==> config.mk <==
export PLATFORM = sky130hd
export DESIGN_NAME = mem_addr_gen
export DESIGN_NICKNAME = d
export VERILOG_FILES = /design/src/rtl/agen_pkg.sv /design/src/rtl/agen_xcount.sv /design/src/rtl/agen_yreg.sv /design/src/rtl/agen_hi_mux.sv /design/src/rtl/mem_addr_gen.sv
export SDC_FILE = /design/constraint.sdc
export NUM_CORES = 1
export LEC_CHECK = 0
export ABC_AREA = 1
export BUFFER_PORTS_ARGS = -buffer_cell sky130_fd_sc_hd__buf_2
export CAP_MARGIN = 0
export CORE_ASPECT_RATIO = 1.2
export CORE_MARGIN = 2
export CORE_UTILIZATION = 35
export DETAILED_ROUTE_END_ITERATION = 10
export GPL_TIMING_DRIVEN = 0
export HOLD_SLACK_MARGIN = 0.12
export PLACE_DENSITY = 0.67
export SLEW_MARGIN = 20
export SYNTH_ARGS = -nofsm -noshare
export SYNTH_HDL_FRONTEND = slang
export SYNTH_SLANG_ARGS = --single-unit
==> constraint.sdc <==
create_clock -name clk -period 1.5 [get_ports clk]
set_clock_uncertainty 0.05 [all_clocks]
set_input_delay 0.075 -clock clk [delete_from_list [all_inputs] [get_ports clk]]
set_output_delay 0.075 -clock clk [all_outputs]
set_load 0.01 [all_outputs]
==> src/rtl/agen_pkg.sv <==
// Package agen_pkg
// Shared widths and the high-byte source type for the address generator.
// Assumes byte-wide index registers and a two-byte address.
package agen_pkg;
    localparam int BYTE_W = 8;
    localparam int ADDR_W = 2 * BYTE_W;

    typedef logic [BYTE_W-1:0] byte_t;

    typedef enum logic {
        HI_FROM_Y = 1'b0,
        HI_FROM_X = 1'b1
    } hi_src_e;
endpackage

==> src/rtl/agen_xcount.sv <==
// Module agen_xcount
// X index register: a loadable byte counter that wraps modulo 2**W.
// Assumes a synchronous active-low reset; a load takes priority over a step.
module agen_xcount #(
    parameter int W = 8
) (
    input  logic         clk,
    input  logic         rst_n,
    input  logic         load,
    input  logic         step,
    input  logic [W-1:0] din,
    output logic [W-1:0] q
);
    localparam logic [W-1:0] ONE = {{(W-1){1'b0}}, 1'b1};

    // Register update: reset, then load, then post-increment.
    always_ff @(posedge clk) begin
        if (!rst_n) begin
            q <= '0;
        end else if (load) begin
            q <= din;
        end else if (step) begin
            q <= q + ONE;
        end
    end
endmodule

==> src/rtl/agen_yreg.sv <==
// Module agen_yreg
// Y index register: a plain loadable byte holding its value otherwise.
// Assumes a synchronous active-low reset.
module agen_yreg #(
    parameter int W = 8
) (
    input  logic         clk,
    input  logic         rst_n,
    input  logic         load,
    input  logic [W-1:0] din,
    output logic [W-1:0] q
);
    // Register update: reset or load, else hold.
    always_ff @(posedge clk) begin
        if (!rst_n) begin
            q <= '0;
        end else if (load) begin
            q <= din;
        end
    end
endmodule

==> src/rtl/agen_hi_mux.sv <==
// Module agen_hi_mux
// High-byte path: picks X or Y, gates the result with the enable and
// clears every bit at or above the RAM size limit HI_BITS.
// Assumes 1 <= HI_BITS <= W.
module agen_hi_mux
    import agen_pkg::*;
#(
    parameter int W       = 8,
    parameter int HI_BITS = 7
) (
    input  hi_src_e      src,
    input  logic         en,
    input  logic [W-1:0] x_in,
    input  logic [W-1:0] y_in,
    output logic [W-1:0] hi
);
    logic [W-1:0] picked;

    // Source choice between the two index registers.
    always_comb begin
        picked = (src == HI_FROM_X) ? x_in : y_in;
    end

    // Per-bit gating: implemented bits follow the enable, the rest tie low.
    for (genvar b = 0; b < W; b++) begin : g_bit
        if (b < HI_BITS) begin : g_live
            assign hi[b] = en & picked[b];
        end else begin : g_dead
            assign hi[b] = 1'b0;
        end
    end
endmodule

==> src/rtl/mem_addr_gen.sv <==
// Module mem_addr_gen
// Data-memory address generator. The low byte is the immediate or X; the
// high byte is X or Y, forced to zero when the enable is low. X may step
// after the access. The address is combinational from current state.
// Assumes decoded controls arrive stable before the clock edge.
module mem_addr_gen
    import agen_pkg::*;
#(
    parameter int HI_BITS = 7
) (
    input  logic              clk,
    input  logic              rst_n,
    input  logic [BYTE_W-1:0] d_imm,
    input  logic              lo_sel_d,
    input  logic              hi_sel_x,
    input  logic              hi_en,
    input  logic              x_inc,
    input  logic              x_load,
    input  logic              y_load,
    input  logic [BYTE_W-1:0] load_data,
    output logic [ADDR_W-1:0] mem_addr,
    output logic [BYTE_W-1:0] x_val,
    output logic [BYTE_W-1:0] y_val
);
    byte_t   x_q;
    byte_t   y_q;
    byte_t   lo_byte;
    byte_t   hi_byte;
    hi_src_e hi_src;

    agen_xcount #(.W(BYTE_W)) u_x (
        .clk  (clk),
        .rst_n(rst_n),
        .load (x_load),
        .step (x_inc),
        .din  (load_data),
        .q    (x_q)
    );

    agen_yreg #(.W(BYTE_W)) u_y (
        .clk  (clk),
        .rst_n(rst_n),
        .load (y_load),
        .din  (load_data),
        .q    (y_q)
    );

    // Map the select pin onto the source type.
    always_comb begin
        hi_src = hi_sel_x ? HI_FROM_X : HI_FROM_Y;
    end

    // Low-byte selection between immediate and X.
    always_comb begin
        lo_byte = lo_sel_d ? d_imm : x_q;
    end

    agen_hi_mux #(.W(BYTE_W), .HI_BITS(HI_BITS)) u_hi (
        .src (hi_src),
        .en  (hi_en),
        .x_in(x_q),
        .y_in(y_q),
        .hi  (hi_byte)
    );

    assign mem_addr = {hi_byte, lo_byte};
    assign x_val    = x_q;
    assign y_val    = y_q;
endmodule

==> flow_summary.json, run 1 <==
{
  "outcome": "completed",
  "num-nets-final": 243,
  "insertion_delay_ps": 310,
  "wl_um": 3080,
  "fill_cells": 241,
  "syn_area_sq_um": 923,
  "htreeDepth": 1,
  "setup_violations": 0,
  "power.total_mw": 1.08,
  "port_buffers": 53,
  "rr_startpoint": "u_x.q[1]$_SDFFE_PN0P_",
  "core_sq_um": 2530,
  "cts_buffers": 3,
  "final_common_cell": "buf_2",
  "ys_warn_count": 0,
  "drc": 0,
  "clkTransAtPathRegs_ps": 90,
  "p_leak_nw": 0.734,
  "area_growth_pct": 56.6,
  "netlist_instances": 142,
  "cp_cell_sequence": "dlygate4sd3_1 -> buf_2 -> nor2_1 -> nor2_1 -> dlygate4sd3_1",
  "layout_common_cells": "buf_2, o21ai_0, nand2_1",
  "syn_nets": 167,
  "grt_pass1_vias": 1086,
  "cts_tree": "yes",
  "finalMaxSlewViolations": 0,
  "wl_per_cell_um": 12.3,
  "drt_iter0_drc": 38,
  "min-delay-start": "y_load",
  "cp-start-kind": "input pin",
  "fin_util": 0.572,
  "cp_num_buf_inv": 3,
  "final_cells": 250,
  "min_delay_path_depth": 3,
  "synth_seq_cells": 16,
  "gp_congestion": 0.927,
  "ff2ff_path_depth": 6,
  "reg2reg_to": "u_x.q[6]$_SDFFE_PN0P_",
  "endpoint_kind": "flop",
  "synth.largest_area_cell": "dfxtp_1",
  "drtAntennaViolNets": 0,
  "irDropWorstVdd_v": 0.000634,
  "vias_per_cell": 5.02,
  "tns_ps": 0,
  "cts_root_buffer": "clkbuf_4",
  "crit_type": "in2reg",
  "final_hold_viol_count": 0,
  "crit_family": "buffers and inverters",
  "maxCapViolCount": 0,
  "worstPathArrival_ps": 1480,
  "critPathSlowestCell": "dlygate4sd3_1",
  "fp-row-count": 20,
  "cp.required_ps": 1650,
  "num_io_pins": 56,
  "rsz0062_at_grt": "false",
  "grt_util_all_layers": 0.205,
  "max_freq_ghz": 0.752,
  "grt_pass1_wl_um": 4750,
  "place_inst": 228,
  "cts.path.max_buffers": 2,
  "cts_sinks": 16,
  "synth_cell_type_count": 22,
  "grt_overflow": 0,
  "start_util": 0.365,
  "die-area_sq_um": 3070,
  "ys_seq_area_frac": 0.347,
  "antenna_found_initial": 0,
  "die_w_um": 50.9,
  "rrSetupSlack_ps": 210,
  "seq_area_sq_um": 320,
  "timing.hold.ws_ps": 141,
  "path_max_fanout": 2,
  "worstHoldPathType": "in2reg",
  "dp_hpwl_um": 2300,
  "min_period_ps": 1330,
  "timing.final.crit_share": 0.887,
  "synth_area_leaders": "dfxtp_1, o21ai_0, nand2_1",
  "via_count": 1256,
  "drive_above_1_share": 0.318,
  "power.density_nw_per_um2": 745,
  "die_h_um": 60.3,
  "synth_top_area_frac": 0.347,
  "multiInputGateArea_sq_um": 520,
  "holdPathEnd": "u_y.q[3]$_SDFFE_PN0P_",
  "grt_max_degree": 11,
  "cts_setup_buffers": 0,
  "critPathMaxStageDelay_ps": 550,
  "drtPass1Iterations": 4,
  "insertedDiodeCount": 0,
  "synth_area_per_cell_sq_um": 6.50
}
-- power breakdown --
part / internal [mW] / switching (mW) / total (mW)
Clock: 0.149 / 0.153 / 0.302
Combinational: 0.137 / 0.156 / 0.292
Sequential: 0.453 / 0.0304 / 0.484
Total: 0.739 / 0.339 / 1.08
-- flip-flops by register name, indices dropped and copies added (netlist names) --
signal and cells:
u_x.q 8, u_y.q 8
-- metrics by stage --
stage                     worst slack [ps]  cell area (sq um)
after CTS                              163               1450
after floorplan                        295                923
after global routing                  73.4               1450
after global placement                 252               1230
after detailed placement               237               1230
final                                  170               1450
-- repair_timing --
item,in CTS,in global routing
endpoints found under the hold margin,16,0
resized for setup,0,0
hold buffers,18,0
-- logic make-up after synthesis --
kind of cell,share of synthesized area
AO/OA/AOI/OAI,0.267
XOR/XNOR,0.00949
adder cells (fa/ha/maj),0.0135
buffers and inverters,0.0894
flip-flops,0.347
other,0.00406
AND/OR/NAND/NOR,0.270
-- layer usage --
metal	wire length [um]	vias up	global-route usage
met5	0	-	0
met4	75	0	0.116
met3	203	7	0.0175
met2	1560	48	0.372
met1	1250	579	0.237
li1	-	622	-
-- final cells by class --
type	count	share of cell area
clock buffers	4	0.0251
multi-input cells	106	0.360
flip-flops and latches	16	0.221
well taps	33	0.0285
plain buffers	5	0.0182
inverters	15	0.0389
repair buffers	71	0.308
-- Yosys cell counts --
library cell and instances:
o21ai_0 26, conb_1 1, dfxtp_1 16, nor2_4 1, nor3_1 1, nor2_2 2
xor2_1 1, buf_2 3, buf_4 1, nor2_1 17, inv_2 2, a21oi_2 1
a22oi_1 5, clkbuf_1 1, ha_1 1, nand2_1 24, nand2_2 1, a21oi_1 12
o21ai_1 2, nand3_2 1, inv_1 13, nand3_1 10
-- how the worst max path moves through the flow --
stage	slack, ps	depth (start not counted)	to	from
final	170	5	u_y.q[5]$_SDFFE_PN0P_	load_data[5]
after global routing	70	3	mem_addr[2]	u_x.q[2]$_SDFFE_PN0P_
after CTS	160	5	u_y.q[5]$_SDFFE_PN0P_	load_data[5]
after detailed placement	240	6	u_x.q[6]$_SDFFE_PN0P_	u_x.q[1]$_SDFFE_PN0P_
after global placement	250	6	u_x.q[6]$_SDFFE_PN0P_	u_x.q[1]$_SDFFE_PN0P_
after floorplan	290	6	u_x.q[6]$_SDFFE_PN0P_	u_x.q[1]$_SDFFE_PN0P_
-- worst reg2reg max path, cell delays in order, from the launching register on --
cell and delay [ps]:
dfxtp_1 460, ha_1 240, nand3_1 130, nor2_1 120
nand2_1 50, nand3_1 80, a21oi_1 60
Power figures use the tool's default switching activity.
==> run 2: changes to the inputs <==
clock period = 1.4 ns   (was 1.5 ns; I/O delays follow)
==> run 2 against run 1 <==
Sequential share of layout area rose by 0.067 points. First-iteration DRC count did not move. Combinational power rose by 7.2%. Global-route usage did not move. Critical path type unchanged. Critical endpoint unchanged. Largest cell class unchanged.
==> flow_summary.json, run 2 (synthesis results as in run 1) <==
{
  "start_util": 0.365,
  "max_freq_ghz": 0.755,
  "crit_type": "in2reg",
  "final_cells": 250,
  "cts_root_buffer": "clkbuf_4",
  "area_growth_pct": 56.8,
  "die_h_um": 60.3,
  "critPathSlowestCell": "dlygate4sd3_1",
  "path_max_fanout": 2,
  "min_period_ps": 1330,
  "grt_pass1_vias": 1086,
  "place_inst": 228,
  "wl_um": 3080,
  "clkTransAtPathRegs_ps": 90,
  "fin_ws_ps": 74.8,
  "htreeDepth": 1,
  "finalMaxSlewViolations": 0,
  "port_buffers": 53,
  "vias_per_cell": 5.02,
  "gp_congestion": 0.927,
  "via_count": 1256,
  "cts_tree": "yes",
  "num-nets-final": 243,
  "cp-start-kind": "input pin",
  "endpoint_kind": "flop",
  "cts.path.max_buffers": 2,
  "pre_cts_slack_ps": 137,
  "drtPass1Iterations": 4,
  "die_w_um": 50.9,
  "top_regs": "u_x.q: 8 flops, u_y.q: 8 flops",
  "critPathMaxStageDelay_ps": 550,
  "drt_iter0_drc": 38,
  "grt_pass1_wl_um": 4750,
  "wl_per_cell_um": 12.3,
  "rrSetupSlack_ps": 110,
  "final_hold_viol_count": 0,
  "worstHoldPathType": "in2reg",
  "grt_max_degree": 11,
  "maxCapViolCount": 0,
  "rsz0062_at_grt": "false",
  "irDropWorstVdd_v": 0.000680,
  "cp_cell_sequence": "dlygate4sd3_1 -> buf_2 -> nor2_1 -> nor2_1 -> dlygate4sd3_1",
  "crit_family": "buffers and inverters",
  "power.density_nw_per_um2": 798,
  "multiInputGateArea_sq_um": 520,
  "seq_area_sq_um": 322,
  "cts_setup_buffers": 0,
  "insertion_delay_ps": 310,
  "cts_buffers": 3,
  "tns_ps": 0,
  "layout_common_cells": "buf_2, o21ai_0, nand2_1",
  "antenna_found_initial": 0,
  "drc": 0,
  "fill_cells": 240,
  "core_sq_um": 2530,
  "num_io_pins": 56,
  "worstPathArrival_ps": 1480,
  "fp-row-count": 20,
  "insertedDiodeCount": 0,
  "timing.hold.ws_ps": 136,
  "timing.final.crit_share": 0.947,
  "p_leak_nw": 0.734,
  "cp.required_ps": 1550,
  "setup_violations": 0,
  "grt_util_all_layers": 0.205,
  "grt_overflow": 0,
  "die-area_sq_um": 3070,
  "cts_sinks": 16,
  "dp_hpwl_um": 2300,
  "cp_num_buf_inv": 3,
  "drtAntennaViolNets": 0,
  "outcome": "completed",
  "drive_above_1_share": 0.323,
  "fin_util": 0.573,
  "final_common_cell": "buf_2"
}
run 2: cell counts in the layout (fill, tap and decap cells not counted):
Identical to the previous run, type by type.
run 2: worst paths after layout:
kind,start,to,depth (start not counted)
worst max register to register,u_x.q[1]$_SDFFE_PN0P_,u_x.q[6]$_SDFFE_PN0P_,6
worst min register to register,u_y.q[3]$_SDFFE_PN0P_,u_y.q[3]$_SDFFE_PN0P_,2
worst min-delay path,y_load,u_y.q[3]$_SDFFE_PN0P_,3
worst max-delay path,load_data[5],u_y.q[5]$_SDFFE_PN0P_,5
run 2: worst reg2reg max path: stages, from the launching register on:
cell and delay [ps]:
dfxtp_1 460, ha_1 240, nand3_1 130, nor2_1 120
nand2_1 50, nand3_1 80, a21oi_1 60
run 2: final cells by class:
type,count,share of cell area
inverter,15,0.0389
sequential,16,0.222
tap,33,0.0285
multi-input combinational,106,0.360
buffer,5,0.0182
timing repair buffer,71,0.308
clock buffer,4,0.0251
run 2: what timing repair did:
item                                   in CTS  in global routing
hold buffers                               18                  0
setup endpoints to repair                   0                  1
endpoints found under the hold margin      16                  0
resized for setup                           0                  1
run 2: through the flow:
step                power (mW)  area [sq um]
finish                    1.16          1450
global route              1.22          1450
CTS                       1.15          1450
detailed placement       0.797          1230
global placement         0.790          1230
floorplan                0.664           923
run 2: layer usage:
| layer | vias to the layer above | share of wire | GRT usage |
|---|---|---|---|
| met5 | - | 0 | 0 |
| met4 | 0 | 0.024 | 0.116 |
| met3 | 7 | 0.066 | 0.0175 |
| met2 | 48 | 0.51 | 0.372 |
| met1 | 579 | 0.40 | 0.237 |
| li1 | 622 | - | - |
run 2: power breakdown:
group          switching, mW  internal (mW)
Sequential            0.0326          0.486
Combinational          0.167          0.146
Clock                  0.164          0.159
Total                  0.364          0.792
==> run 3: changes to the inputs <==
==> constraint.sdc (replaced) <==
create_clock -name clk -period 1.4 [get_ports clk]
set_clock_uncertainty 0.05 [all_clocks]
set_input_delay 0.14 -clock clk [delete_from_list [all_inputs] [get_ports clk]]
set_output_delay 0.14 -clock clk [all_outputs]
set_load 0.01 [all_outputs]
==> run 3 against run 2 <==
Hold slack got worse by 18 ps. Combinational power is 7.7% lower. Via count decreased by 4.4%. Count of clock-buffer cells in the layout stayed put. Sequential cell count stayed put. Design area down 5.8%. Clock power barely moved. Global-route usage down 1.2 points. Wire length fell by 3.2%. Worst setup slack lost 6.1 ps.
==> flow_summary.json, run 3 (synthesis results as in run 1) <==
{
  "drc": 0,
  "place_area_sq_um": 1230,
  "num-nets-final": 234,
  "cts.path.max_buffers": 2,
  "fill_cells": 254,
  "cts_buffers": 3,
  "cts_tree": "yes",
  "cp-start-kind": "flop",
  "worstHoldPathType": "in2reg",
  "cp.required_ps": 1210,
  "swShare": 0.318,
  "grtUsageMet2": 0.352,
  "pwr-share-seq": 0.459,
  "grt_overflow": 0,
  "wl_per_cell_um": 12.4,
  "busiest_layer": "met2",
  "power.total_mw": 1.14,
  "p_leak_nw": 0.687,
  "drive_above_1_share": 0.361,
  "ff2ff_path_depth": 5,
  "die_h_um": 60.3,
  "antenna_found_initial": 0,
  "grt_max_degree": 11,
  "maxCapViolCount": 0,
  "area_growth_pct": 47.7,
  "cts_root_buffer": "clkbuf_4",
  "tns_ps": 0,
  "htreeDepth": 1,
  "outcome": "completed",
  "die_w_um": 50.9,
  "grt_pass1_wl_um": 4480,
  "insertion_delay_ps": 310,
  "finalMaxSlewViolations": 0,
  "layout_common_cells": "buf_2, o21ai_0, nand2_1",
  "drtPass1Iterations": 4,
  "irDropWorstVdd_v": 0.000727,
  "reg2reg_to": "u_x.q[6]$_SDFFE_PN0P_",
  "final_cells": 241,
  "dp_hpwl_um": 2300,
  "vias_per_cell": 4.98,
  "worstPathArrival_ps": 1140,
  "min_delay_path_depth": 3,
  "rsz0062_at_grt": "false",
  "p_sw_mw": 0.361,
  "clkTransAtPathRegs_ps": 100,
  "fp-row-count": 20,
  "max_freq_ghz": 0.751,
  "core_sq_um": 2530,
  "combPwrFrac": 0.255,
  "cts_sinks": 16,
  "fin_ws_ps": 68.7,
  "holdPathEnd": "u_x.q[2]$_SDFFE_PN0P_",
  "final_hold_viol_count": 0,
  "grt_pass1_vias": 1025,
  "timing.final.crit_share": 0.951,
  "design_area_sq_um": 1360,
  "die-area_sq_um": 3070,
  "rrSetupSlack_ps": 190,
  "pwr-share-clk": 0.287,
  "start_util": 0.365,
  "gp_congestion": 0.927,
  "power.density_nw_per_um2": 832,
  "min_period_ps": 1330,
  "top_regs": "u_x.q: 8 flops, u_y.q: 8 flops",
  "p_int_mw": 0.774,
  "setup_violations": 0,
  "min-delay-start": "x_load",
  "via_count": 1201,
  "timing.hold.ws_ps": 118,
  "place_inst": 228,
  "fin_util": 0.540,
  "wl_um": 2990,
  "final_common_cell": "buf_2",
  "grtUsageMet1": 0.225,
  "endpoint_kind": "primary output",
  "pre_cts_slack_ps": 137,
  "crit_type": "reg2out",
  "cts_setup_buffers": 0,
  "port_buffers": 53,
  "gr-usage-met3": 0.0175,
  "insertedDiodeCount": 0,
  "drtAntennaViolNets": 0,
  "num_io_pins": 56,
  "rr_startpoint": "u_x.q[1]$_SDFFE_PN0P_",
  "path_max_fanout": 5,
  "grt_util_all_layers": 0.194,
  "drt_iter0_drc": 35
}
-- run 3: changes by cell type in the layout (fill, tap and decap cells not counted) --
cell / previous run / this run
dlygate4sd3_1: 18 / 9
dfxtp_2: 1 / 6
dfxtp_1: 15 / 10
-- run 3: cell type report --
cell class	count	area [sq um]	area share
Tap cell	33	41.3	0.0303
Timing Repair Buffer	62	355	0.261
Sequential cell	16	328	0.240
Clock buffer	4	36.3	0.0266
Inverter	15	56.3	0.0413
Multi-Input combinational cell	106	520	0.382
Buffer	5	26.3	0.0193
-- run 3: worst max path at each step --
stage | from | end | slack, ps | cells past startpoint
2_1_floorplan | u_x.q[1]$_SDFFE_PN0P_ | u_x.q[6]$_SDFFE_PN0P_ | 190 | 6
3_3_place_gp | u_x.q[1]$_SDFFE_PN0P_ | u_x.q[6]$_SDFFE_PN0P_ | 150 | 6
3_5_place_dp | u_x.q[1]$_SDFFE_PN0P_ | u_x.q[6]$_SDFFE_PN0P_ | 140 | 6
4_1_cts | u_x.q[2]$_SDFFE_PN0P_ | mem_addr[2] | 5 | 3
5_1_grt | u_x.q[6]$_SDFFE_PN0P_ | mem_addr[6] | 4 | 3
6_report | u_x.q[0]$_SDFFE_PN0P_ | mem_addr[0] | 70 | 3
-- run 3: power groups by stage --
stage          Clock (mW)  Combinational [mW]  Sequential [mW]
5_1_grt             0.345               0.323            0.525
2_1_floorplan           0               0.127            0.537
6_report            0.325               0.289            0.521
4_1_cts             0.322               0.290            0.518
3_5_place_dp            0               0.269            0.528
3_3_place_gp            0               0.263            0.527
-- run 3: critical path, cell delays in order, from the launching register on --
cell and delay, ps:
dfxtp_2 380, inv_1 130, o21ai_0 170, buf_2 150
-- run 3: per-layer routing --
metal / share of wire / routed length, um
met5: 0 / 0
met4: 0.025 / 76
met3: 0.055 / 165
met2: 0.49 / 1460
met1: 0.43 / 1280
-- run 3: what timing repair did --
action / 4_1_cts / 5_1_grt
endpoints found under the hold margin: 10 / 0
resized for setup: 0 / 6
hold buffers: 9 / 0
setup endpoints to repair: 0 / 10
